[src/rtl/pcc_pkg.sv]
package pcc_pkg;
    localparam int ADDR_W     = 8;
    localparam int DATA_W     = 8;
    localparam int OFF_W      = 3;
    localparam int PAGE_BYTES = 1 << OFF_W;
    localparam int PAGE_W     = ADDR_W - OFF_W;

    typedef enum logic [1:0] {
        ST_IDLE,
        ST_COLLECT,
        ST_COMMIT,
        ST_SETTLE
    } pcc_state_e;
endpackage

[src/rtl/pcc_page_buf.sv]
module pcc_page_buf
    import pcc_pkg::*;
(
    input  logic              clk,
    input  logic              rst_n,
    input  logic              clear,
    input  logic [OFF_W-1:0]  load_off,
    input  logic              wr_en,
    input  logic [DATA_W-1:0] wr_data,
    input  logic [OFF_W-1:0]  rd_idx,
    output logic [DATA_W-1:0] rd_data,
    output logic              rd_valid,
    output logic              any_valid
);
    logic [OFF_W-1:0]      ptr_q;
    logic [PAGE_BYTES-1:0] mask_q;
    logic [DATA_W-1:0]     slot_q [PAGE_BYTES];

    always_ff @(posedge clk or negedge rst_n) begin
        if (!rst_n)
            ptr_q <= '0;
        else if (clear)
            ptr_q <= load_off;
        else if (wr_en)
            ptr_q <= ptr_q + 1'b1;
    end

    for (genvar g = 0; g < PAGE_BYTES; g++) begin : g_slot
        always_ff @(posedge clk or negedge rst_n) begin
            if (!rst_n) begin
                mask_q[g] <= 1'b0;
                slot_q[g] <= '0;
            end else if (clear) begin
                mask_q[g] <= 1'b0;
            end else if (wr_en && ptr_q == OFF_W'(g)) begin
                mask_q[g] <= 1'b1;
                slot_q[g] <= wr_data;
            end
        end
    end

    assign rd_data   = slot_q[rd_idx];
    assign rd_valid  = mask_q[rd_idx];
    assign any_valid = |mask_q;

    AST_OFFSET_WRAPS: assert property (@(posedge clk) disable iff (!rst_n)
        ($past(wr_en) && !$past(clear)) |-> ptr_q == OFF_W'($past(ptr_q) + 1'b1));
endmodule

[src/rtl/pcc_tick_timer.sv]
module pcc_tick_timer #(
    parameter int WRITE_TICKS = 5000
) (
    input  logic clk,
    input  logic rst_n,
    input  logic run,
    input  logic tick,
    output logic done
);
    localparam int CNT_W = $clog2(WRITE_TICKS + 1);
    localparam logic [CNT_W-1:0] LAST = CNT_W'(WRITE_TICKS - 1);

    logic [CNT_W-1:0] cnt_q;

    assign done = run && tick && (cnt_q == LAST);

    always_ff @(posedge clk or negedge rst_n) begin
        if (!rst_n)
            cnt_q <= '0;
        else if (!run || done)
            cnt_q <= '0;
        else if (tick)
            cnt_q <= cnt_q + 1'b1;
    end

    AST_TIMER_IN_RANGE: assert property (@(posedge clk) disable iff (!rst_n)
        cnt_q <= LAST);
endmodule

[src/rtl/page_commit_ctrl.sv]
module page_commit_ctrl
    import pcc_pkg::*;
#(
    parameter int WRITE_TICKS = 5000
) (
    input  logic              clk,
    input  logic              rst_n,
    input  logic              wr_start,
    input  logic [7:0]        wr_addr,
    input  logic              byte_valid,
    input  logic [7:0]        byte_data,
    input  logic              wr_stop,
    input  logic              wr_abort,
    input  logic              wp,
    input  logic              tick,
    output logic              mem_we,
    output logic [7:0]        mem_addr,
    output logic [7:0]        mem_wdata,
    output logic              busy
);
    localparam logic [OFF_W-1:0] LAST_OFF = OFF_W'(PAGE_BYTES - 1);

    pcc_state_e          state_q, state_d;
    logic [PAGE_W-1:0]   page_q;
    logic [OFF_W-1:0]    idx_q;
    logic                start_take;
    logic                byte_take;
    logic [DATA_W-1:0]   rd_data;
    logic                rd_valid;
    logic                any_valid;
    logic                settle_done;
    logic                upper_locked;

    assign start_take = wr_start && (state_q == ST_IDLE || state_q == ST_COLLECT);
    assign byte_take  = (state_q == ST_COLLECT) && byte_valid && !wr_start && !wr_abort;

    pcc_page_buf i_buf (
        .clk       (clk),
        .rst_n     (rst_n),
        .clear     (start_take),
        .load_off  (wr_addr[OFF_W-1:0]),
        .wr_en     (byte_take),
        .wr_data   (byte_data),
        .rd_idx    (idx_q),
        .rd_data   (rd_data),
        .rd_valid  (rd_valid),
        .any_valid (any_valid)
    );

    pcc_tick_timer #(.WRITE_TICKS(WRITE_TICKS)) i_timer (
        .clk   (clk),
        .rst_n (rst_n),
        .run   (state_q == ST_SETTLE),
        .tick  (tick),
        .done  (settle_done)
    );

    // Next-state logic
    always_comb begin
        state_d = state_q;
        unique case (state_q)
            ST_IDLE: begin
                if (wr_start) state_d = ST_COLLECT;
            end
            ST_COLLECT: begin
                if (wr_abort)      state_d = ST_IDLE;
                else if (wr_start) state_d = ST_COLLECT;
                else if (wr_stop)  state_d = any_valid ? ST_COMMIT : ST_IDLE;
            end
            ST_COMMIT: begin
                if (idx_q == LAST_OFF) state_d = ST_SETTLE;
            end
            ST_SETTLE: begin
                if (settle_done) state_d = ST_IDLE;
            end
            default: state_d = ST_IDLE;
        endcase
    end

    // State register and datapath registers
    always_ff @(posedge clk or negedge rst_n) begin
        if (!rst_n) begin
            state_q <= ST_IDLE;
            page_q  <= '0;
            idx_q   <= '0;
        end else begin
            state_q <= state_d;
            if (start_take)
                page_q <= wr_addr[ADDR_W-1:OFF_W];
            if (state_q == ST_COMMIT)
                idx_q <= idx_q + 1'b1;
            else
                idx_q <= '0;
        end
    end

    // Outputs
    always_comb begin
        upper_locked = wp && page_q[PAGE_W-1];
        busy         = (state_q == ST_COMMIT) || (state_q == ST_SETTLE);
        mem_we       = (state_q == ST_COMMIT) && rd_valid && !upper_locked;
        mem_addr     = {page_q, idx_q};
        mem_wdata    = rd_data;
    end

    AST_WE_ONLY_BUSY: assert property (@(posedge clk) disable iff (!rst_n)
        mem_we |-> busy);
    AST_WP_UPPER_SAFE: assert property (@(posedge clk) disable iff (!rst_n)
        (mem_we && wp) |-> !mem_addr[7]);
    AST_BUSY_ON_STOP: assert property (@(posedge clk) disable iff (!rst_n)
        (state_q == ST_COLLECT && wr_stop && !wr_start && !wr_abort && any_valid) |=> busy);
    AST_ABORT_NO_BUSY: assert property (@(posedge clk) disable iff (!rst_n)
        (state_q == ST_COLLECT && wr_abort) |=> !busy);
    AST_BUSY_ENDS_ON_TICK: assert property (@(posedge clk) disable iff (!rst_n)
        ($past(busy) && !busy) |-> ($past(state_q) == ST_SETTLE && $past(tick)));
endmodule

[config.mk]
export PLATFORM = sky130hd
export DESIGN_NAME = page_commit_ctrl
export DESIGN_NICKNAME = d
export VERILOG_FILES = /design/src/rtl/pcc_pkg.sv /design/src/rtl/pcc_page_buf.sv /design/src/rtl/pcc_tick_timer.sv /design/src/rtl/page_commit_ctrl.sv
export SDC_FILE = /design/constraint.sdc
export NUM_CORES = 1
export LEC_CHECK = 0
export BUFFER_PORTS_ARGS = -buffer_cell sky130_fd_sc_hd__buf_2
export CORE_UTILIZATION = 45
export DETAILED_ROUTE_END_ITERATION = 8
export PLACE_DENSITY = 0.75
export SLEW_MARGIN = 20
export SYNTH_ARGS = -nofsm -noshare
export SYNTH_HDL_FRONTEND = slang
export SYNTH_SLANG_ARGS = --single-unit
[constraint.sdc]
create_clock -name clk -period 1.8 [get_ports clk]
set_clock_uncertainty 0.15 [all_clocks]
set_input_delay 0.09 -clock clk [delete_from_list [all_inputs] [get_ports clk]]
set_output_delay 0.09 -clock clk [all_outputs]
set_load 0.005 [all_outputs]
Yosys cells after proc, flatten, opt, wreduce, memory -nomap -nowiden

Index checks and enable logic that the tools add are counted.

Register bits: 98
Latch bits: 0
Memory bits (writable): 0
Memory bits (read-only): 0
Input bits: 24
Output and inout port bits: 18
Logic and storage cells: 124
Memories: 0

Add/sub/neg operators: 3
Multipliers: 0
Divide/modulo/power cells: 0
Magnitude comparators: 2
Equality and inequality tests: 16
Shift operators: 0
Multiplexer cells: 34
Bitwise operators: 2
Reductions and logical operators: 46

Operator list:

| cell                                                                          | count |
|---|---|
| 13-bit 2-to-1 mux                                                             | 2 |
| 8-bit binary-select mux with 3-bit select                                     | 1 |
| 2-bit nonzero test                                                            | 10 |
| 1-bit logical AND                                                             | 17 |
| 1-bit 2-to-1 mux                                                              | 17 |
| 8-bit 2-to-1 mux                                                              | 2 |
| 2-bit AND reduction                                                           | 8 |
| 3-bit equality test (second input constant)                                   | 5 |
| 2-bit 2-to-1 mux                                                              | 7 |
| 13-bit by 1-bit adder with 13-bit output (second input constant)              | 1 |
| 13-bit equality test (second input constant)                                  | 1 |
| 3-bit 2-to-1 mux                                                              | 3 |
| 2-bit one-hot mux with 4 select lines                                         | 1 |
| 8-bit OR reduction                                                            | 1 |
| 3-bit by 1-bit adder with 3-bit output (second input constant)                | 2 |
| 3-bit by 2-bit equality test with 1-bit output (second input constant)        | 2 |
| 2-bit inequality test (second input constant)                                 | 3 |
| 2-bit equality test (second input constant)                                   | 2 |
| 4-bit greater-or-equal comparator (second input constant)                     | 1 |
| 1-bit logical NOT                                                             | 4 |
| 3-bit by 4-bit less-than comparator with 1-bit output (second input constant) | 1 |
| 4-bit inequality test (second input constant)                                 | 1 |
| 3-bit inverter with 4-bit output                                              | 1 |
| 4-bit AND reduction                                                           | 1 |
| 7 further kinds                                                               | 9 |

Logic depth before layout (Yosys ltp)

Depth in word-level cells: 7
Gate-level depth with buffers: 7
Gate-level depth less buffers: 5

Modules after synthesis

Synthesis repeated with hierarchy kept, for this count alone.

Cells, all modules: 324
Area total of the unflattened synthesis: 4,732.0 µm²

Modules (own cells, without submodules):

| module           | times used | cells an instance | area each (µm²) | sequential area each (µm²) |
|---|---|---|---|---|
| pcc_page_buf     | 1          | 221               | 3,553.4         | 1,876.8 |
| pcc_tick_timer   | 1          | 67                | 708.2           | 325.3 |
| page_commit_ctrl | 1          | 36                | 470.5           | 250.2 |

Worst setup path after synthesis

OpenSTA, ideal clock, no wires.

Path kind: reg-to-reg
Start point: reg with a tool-made name
End point: reg i_buf.slot_q[40] (netlist name)
Setup time: 125 ps
Arrival: 1,576 ps
Data required time: 1,525 ps
Setup slack: -51 ps
Cell stages (with the launch flop): 7
Buffers on the path: 2
Clock period less this slack: 1,851 ps
Cell sequence: dfrtp_1 > buf_6 > nor4b_4 > and2_4 > buf_12 > nand3_4 > mux2_4

RTL lines:

| element                       | RTL line           | RTL |
|---|---|---|
| end signal, assigned by index | pcc_page_buf.sv:37 | `slot_q[g] <= wr_data;` |
| end, declared                 | pcc_page_buf.sv:17 | `logic [DATA_W-1:0] slot_q [PAGE_BYTES];` |

Worst setup path after layout

Start point: reg idx_q[0]
End point: out mem_wdata[0]

Cells in the longest elaborated chain, start to end: 4

Ends and longest elaborated chain:

| element                                                | RTL line               | RTL |
|---|---|---|
| start, declared                                        | page_commit_ctrl.sv:25 | `logic [OFF_W-1:0] idx_q;` |
| start signal, assigned                                 | page_commit_ctrl.sv:91 | `idx_q <= idx_q + 1'b1;` |
| 3-bit inverter with 4-bit output (not written as such) | pcc_page_buf.sv:42     | `assign rd_data = slot_q[rd_idx];` |
| 8-bit binary-select mux with 3-bit select              | pcc_page_buf.sv:42     |  |
| 8-bit 2-to-1 mux (not written as such) (2 in a row)    | pcc_page_buf.sv:42     |  |
| end, declared                                          | page_commit_ctrl.sv:18 | `output logic [7:0] mem_wdata,` |

Every way passes these cells. The select of a mux whose other input is x is not followed.

==> results.json <==
{
  "status": "complete, but fails checks",
  "violations": "negative setup slack",
  "clock_latency_ns": 0.37,
  "grt_pass1_wl_mm": 15.6,
  "grt_pass1_vias": 3055,
  "drc": 0,
  "fillers": 710,
  "seq_area_sq_um": 2460,
  "cpPeakStageDelay_ns": 0.53,
  "clkTransAtPathRegs_ns": 0.09,
  "hold_viol_final": 0,
  "place.gp.congestion": 0.789,
  "synth_common_cells": "dfrtp_1, mux2_2, nand2_1, mux4_2, nor2_1",
  "worstSetupEndpointType": "output pin",
  "postSynthAreaPerCell_sq_um": 14.4,
  "ir_worst_vdd_uv": 690,
  "synth_top_family_by_area": "multiplexers",
  "yosys_warnings": 0,
  "p_int_w": 0.00547,
  "cts.path.max_buffers": 2,
  "antenna_cells": 0,
  "min_path_type": "in -> reg",
  "dieHeight_um": 104,
  "ys_types": 40,
  "grt_util_met2_pct": 29.8,
  "rsz0062_at_grt": "yes",
  "area.growth.synth_to_final_pct": 30.4,
  "synth_area_sq_um": 4710,
  "worstPathMaxFanout": 10,
  "drt_iter0_drc": 234,
  "drive_gt1_share_pct": 52.1,
  "post-route-period-util_pct": 121,
  "via_count": 3209,
  "place_ws_ns": -0.0990,
  "swShare_pct": 30.4,
  "grt.busiest_layer": "met2",
  "multi_input_area_sq_um": 2430,
  "synthArstFlopShare_pct": 100,
  "synthXorXnorAreaFrac_pct": 2.42,
  "yosys-top-cells-area": "dfrtp_1, mux2_2, mux4_2, mux2_4, ha_1",
  "nets": 464,
  "power_frac_seq_pct": 42.0,
  "row_count": 36,
  "root_buffer": "clkbuf_8",
  "antenna_found_initial": 0,
  "met1_usage_pct": 24.4,
  "wl_per_cell_um": 19.7,
  "path_cells": "buf_12 > mux4_2 > mux2_2 > buf_2",
  "crit_type": "reg -> out",
  "worstPathRequired_ns": 1.56,
  "synth_edf_count": 0,
  "io_buffers": 41,
  "grt_max_degree": 57,
  "initial_core_util_pct": 47.3,
  "p_comb_share_pct": 35.5,
  "pin_count": 42,
  "synth_compound_area_share_pct": 1.57,
  "max_freq_ghz": 0.459,
  "wl_mm": 11.2,
  "synthFlopType": "dfrtp_1",
  "postRouteAntennaNets": 0,
  "core_sq_um": 9950,
  "cts_buffers": 9,
  "total_power_w": 0.00786,
  "cts_sinks": 98,
  "synthMuxAreaShare_pct": 29.0,
  "cap_violations": 0,
  "grt_util_met3_pct": 3.63,
  "die_x_um": 104,
  "dpl_cell_area_sq_um": 5160,
  "track_usage_pct": 18.4,
  "p_leak_nw": 2.82,
  "firstDrtPassIters": 4,
  "slew_viol_final": 0,
  "slew_headroom_pct": 54.7,
  "fin_crit_ns": 2.18,
  "synth_top_area_share_pct": 52.1,
  "finalSetupViolations": 69,
  "final_area_sq_um": 6140,
  "htree_levels": 3,
  "yosysMostFrequentCell": "dfrtp_1",
  "netSwitchingPower_w": 0.00239,
  "netlist_instances": 328,
  "p_clk_share_pct": 22.5,
  "tritoncts": "built",
  "layout_setup_ws_ns": -0.380,
  "dp_hpwl_mm": 6.06,
  "seq_area_frac_synth_pct": 52.1,
  "crit_arrival_ns": 1.94,
  "crit_path_top_delay_cell": "mux4_2",
  "yosys.area_share.adder_pct": 2.39,
  "dieArea_sq_um": 10900,
  "tightest_slew_ns": 0.677,
  "yosys.area.top_type": "dfrtp_1",
  "synth-seq-cells": 98,
  "p_per_area_nw_per_um2": 1280,
  "start_kind": "flip-flop",
  "synth_simple_gate_area_share_pct": 10.1,
  "vias_per_cell": 5.64,
  "syn_nets": 361,
  "overflow": 0
}
==> per-stage QoR <==
stage	hold WS (ns)	setup TNS, ns	std cells	util [%]
floorplan	-0.356	-0.551	328	-
global placement	-0.177	-1.11	506	51.8
detailed placement	-0.175	-3.13	506	51.8
CTS	0.00477	-3.30	548	57.6
global route	0.0628	-10.20	569	61.7
finish	0.00427	-7.00	569	61.7
==> cell usage in the layout, fill, tap and decap left out, types with 5 or more instances in the layout <==
cell type      netlist  layout
a21oi_1              7       7
buf_12               1       5
buf_2                2      34
buf_4                3      29
buf_6                1       8
clkbuf_8             0      11
dfrtp_1             98      95
dlygate4sd3_1        0      21
ha_1                 9       7
inv_1                5       5
mux2_2              62      54
mux2_4              16      24
mux4_2              18      18
nand2_1             23      23
nand3_4              5      12
nor2_1              18      10
nor2_2               0       8
xnor2_1              9       9
==> power groups by stage <==
stage / clock network [W] / logic, W / registers (W)
after floorplan: 0 / 0.00160 / 0.00320
after global placement: 0 / 0.00207 / 0.00325
after detailed placement: 0 / 0.00215 / 0.00330
after CTS: 0.00178 / 0.00236 / 0.00328
after global routing: 0.00188 / 0.00299 / 0.00338
final: 0.00177 / 0.00279 / 0.00330
==> logic make-up after synthesis <==
logic type | count (synthesis)
adders and majority gates | 9
buffers and inverters | 21
DFF | 98
muxes | 98
xor gates and xnor gates | 13
and+or+nand+nor | 77
AOI/OAI and AO/OA | 12
==> final cells by class <==
class                   count  share of cell area, %
flip-flops and latches     98                   40.0
multi-input cells         218                   39.6
repair buffers             98                   13.2
well taps                 133                   2.71
clock buffers              12                   2.53
clock inverters             4                   1.59
inverters                   6                  0.367
==> worst max-delay path, delay by kind of cell, from the launching register on <==
kind | cells | cell delay (ns)
multiplexers | 2 | 0.82
flip-flops | 1 | 0.44
buffers and inverters | 2 | 0.30
==> worst paths after layout <==
check / start / endpoint / slack [ns] / cells after the start
setup / recovery: idx_q[0] / mem_wdata[0] / -0.38 / 4
hold / removal: wr_stop / flip-flop / 0.004 / 5
setup reg to reg: flip-flop / i_buf.slot_q[4] / -0.10 / 5
hold reg to reg: i_buf.slot_q[14] / i_buf.slot_q[14] / 0.36 / 1
max in group asynchronous: rst_n / i_buf.slot_q[30] / 0.32 / 3
min in group asynchronous: rst_n / page_q[1] / 0.14 / 3
==> metal layers <==
layer | routed length [um] | vias up | share of wire (%)
met5 | 0 | - | 0
met4 | 346 | 0 | 3.1
met3 | 529 | 28 | 4.7
met2 | 5800 | 98 | 52
met1 | 4560 | 1661 | 41
li1 | - | 1422 | -
==> what timing repair did <==
action	in CTS	in global routing
buffers inserted	3	12
gates resized for setup	11	49
hold buffers	21	0
endpoints found under the setup margin	73	86
gates cloned	2	9
endpoints found under the hold margin	173	0
pin swaps	2	24
==> state kept, by name, summed over array words and instances (netlist names), named ones only <==
signal and cells:
i_buf.ptr_q 3, i_buf.mask_q 8, idx_q 3, state_q 1, i_timer.cnt_q 13, page_q 5
i_buf.slot_q 64
(Power assumes the default switching activity.)
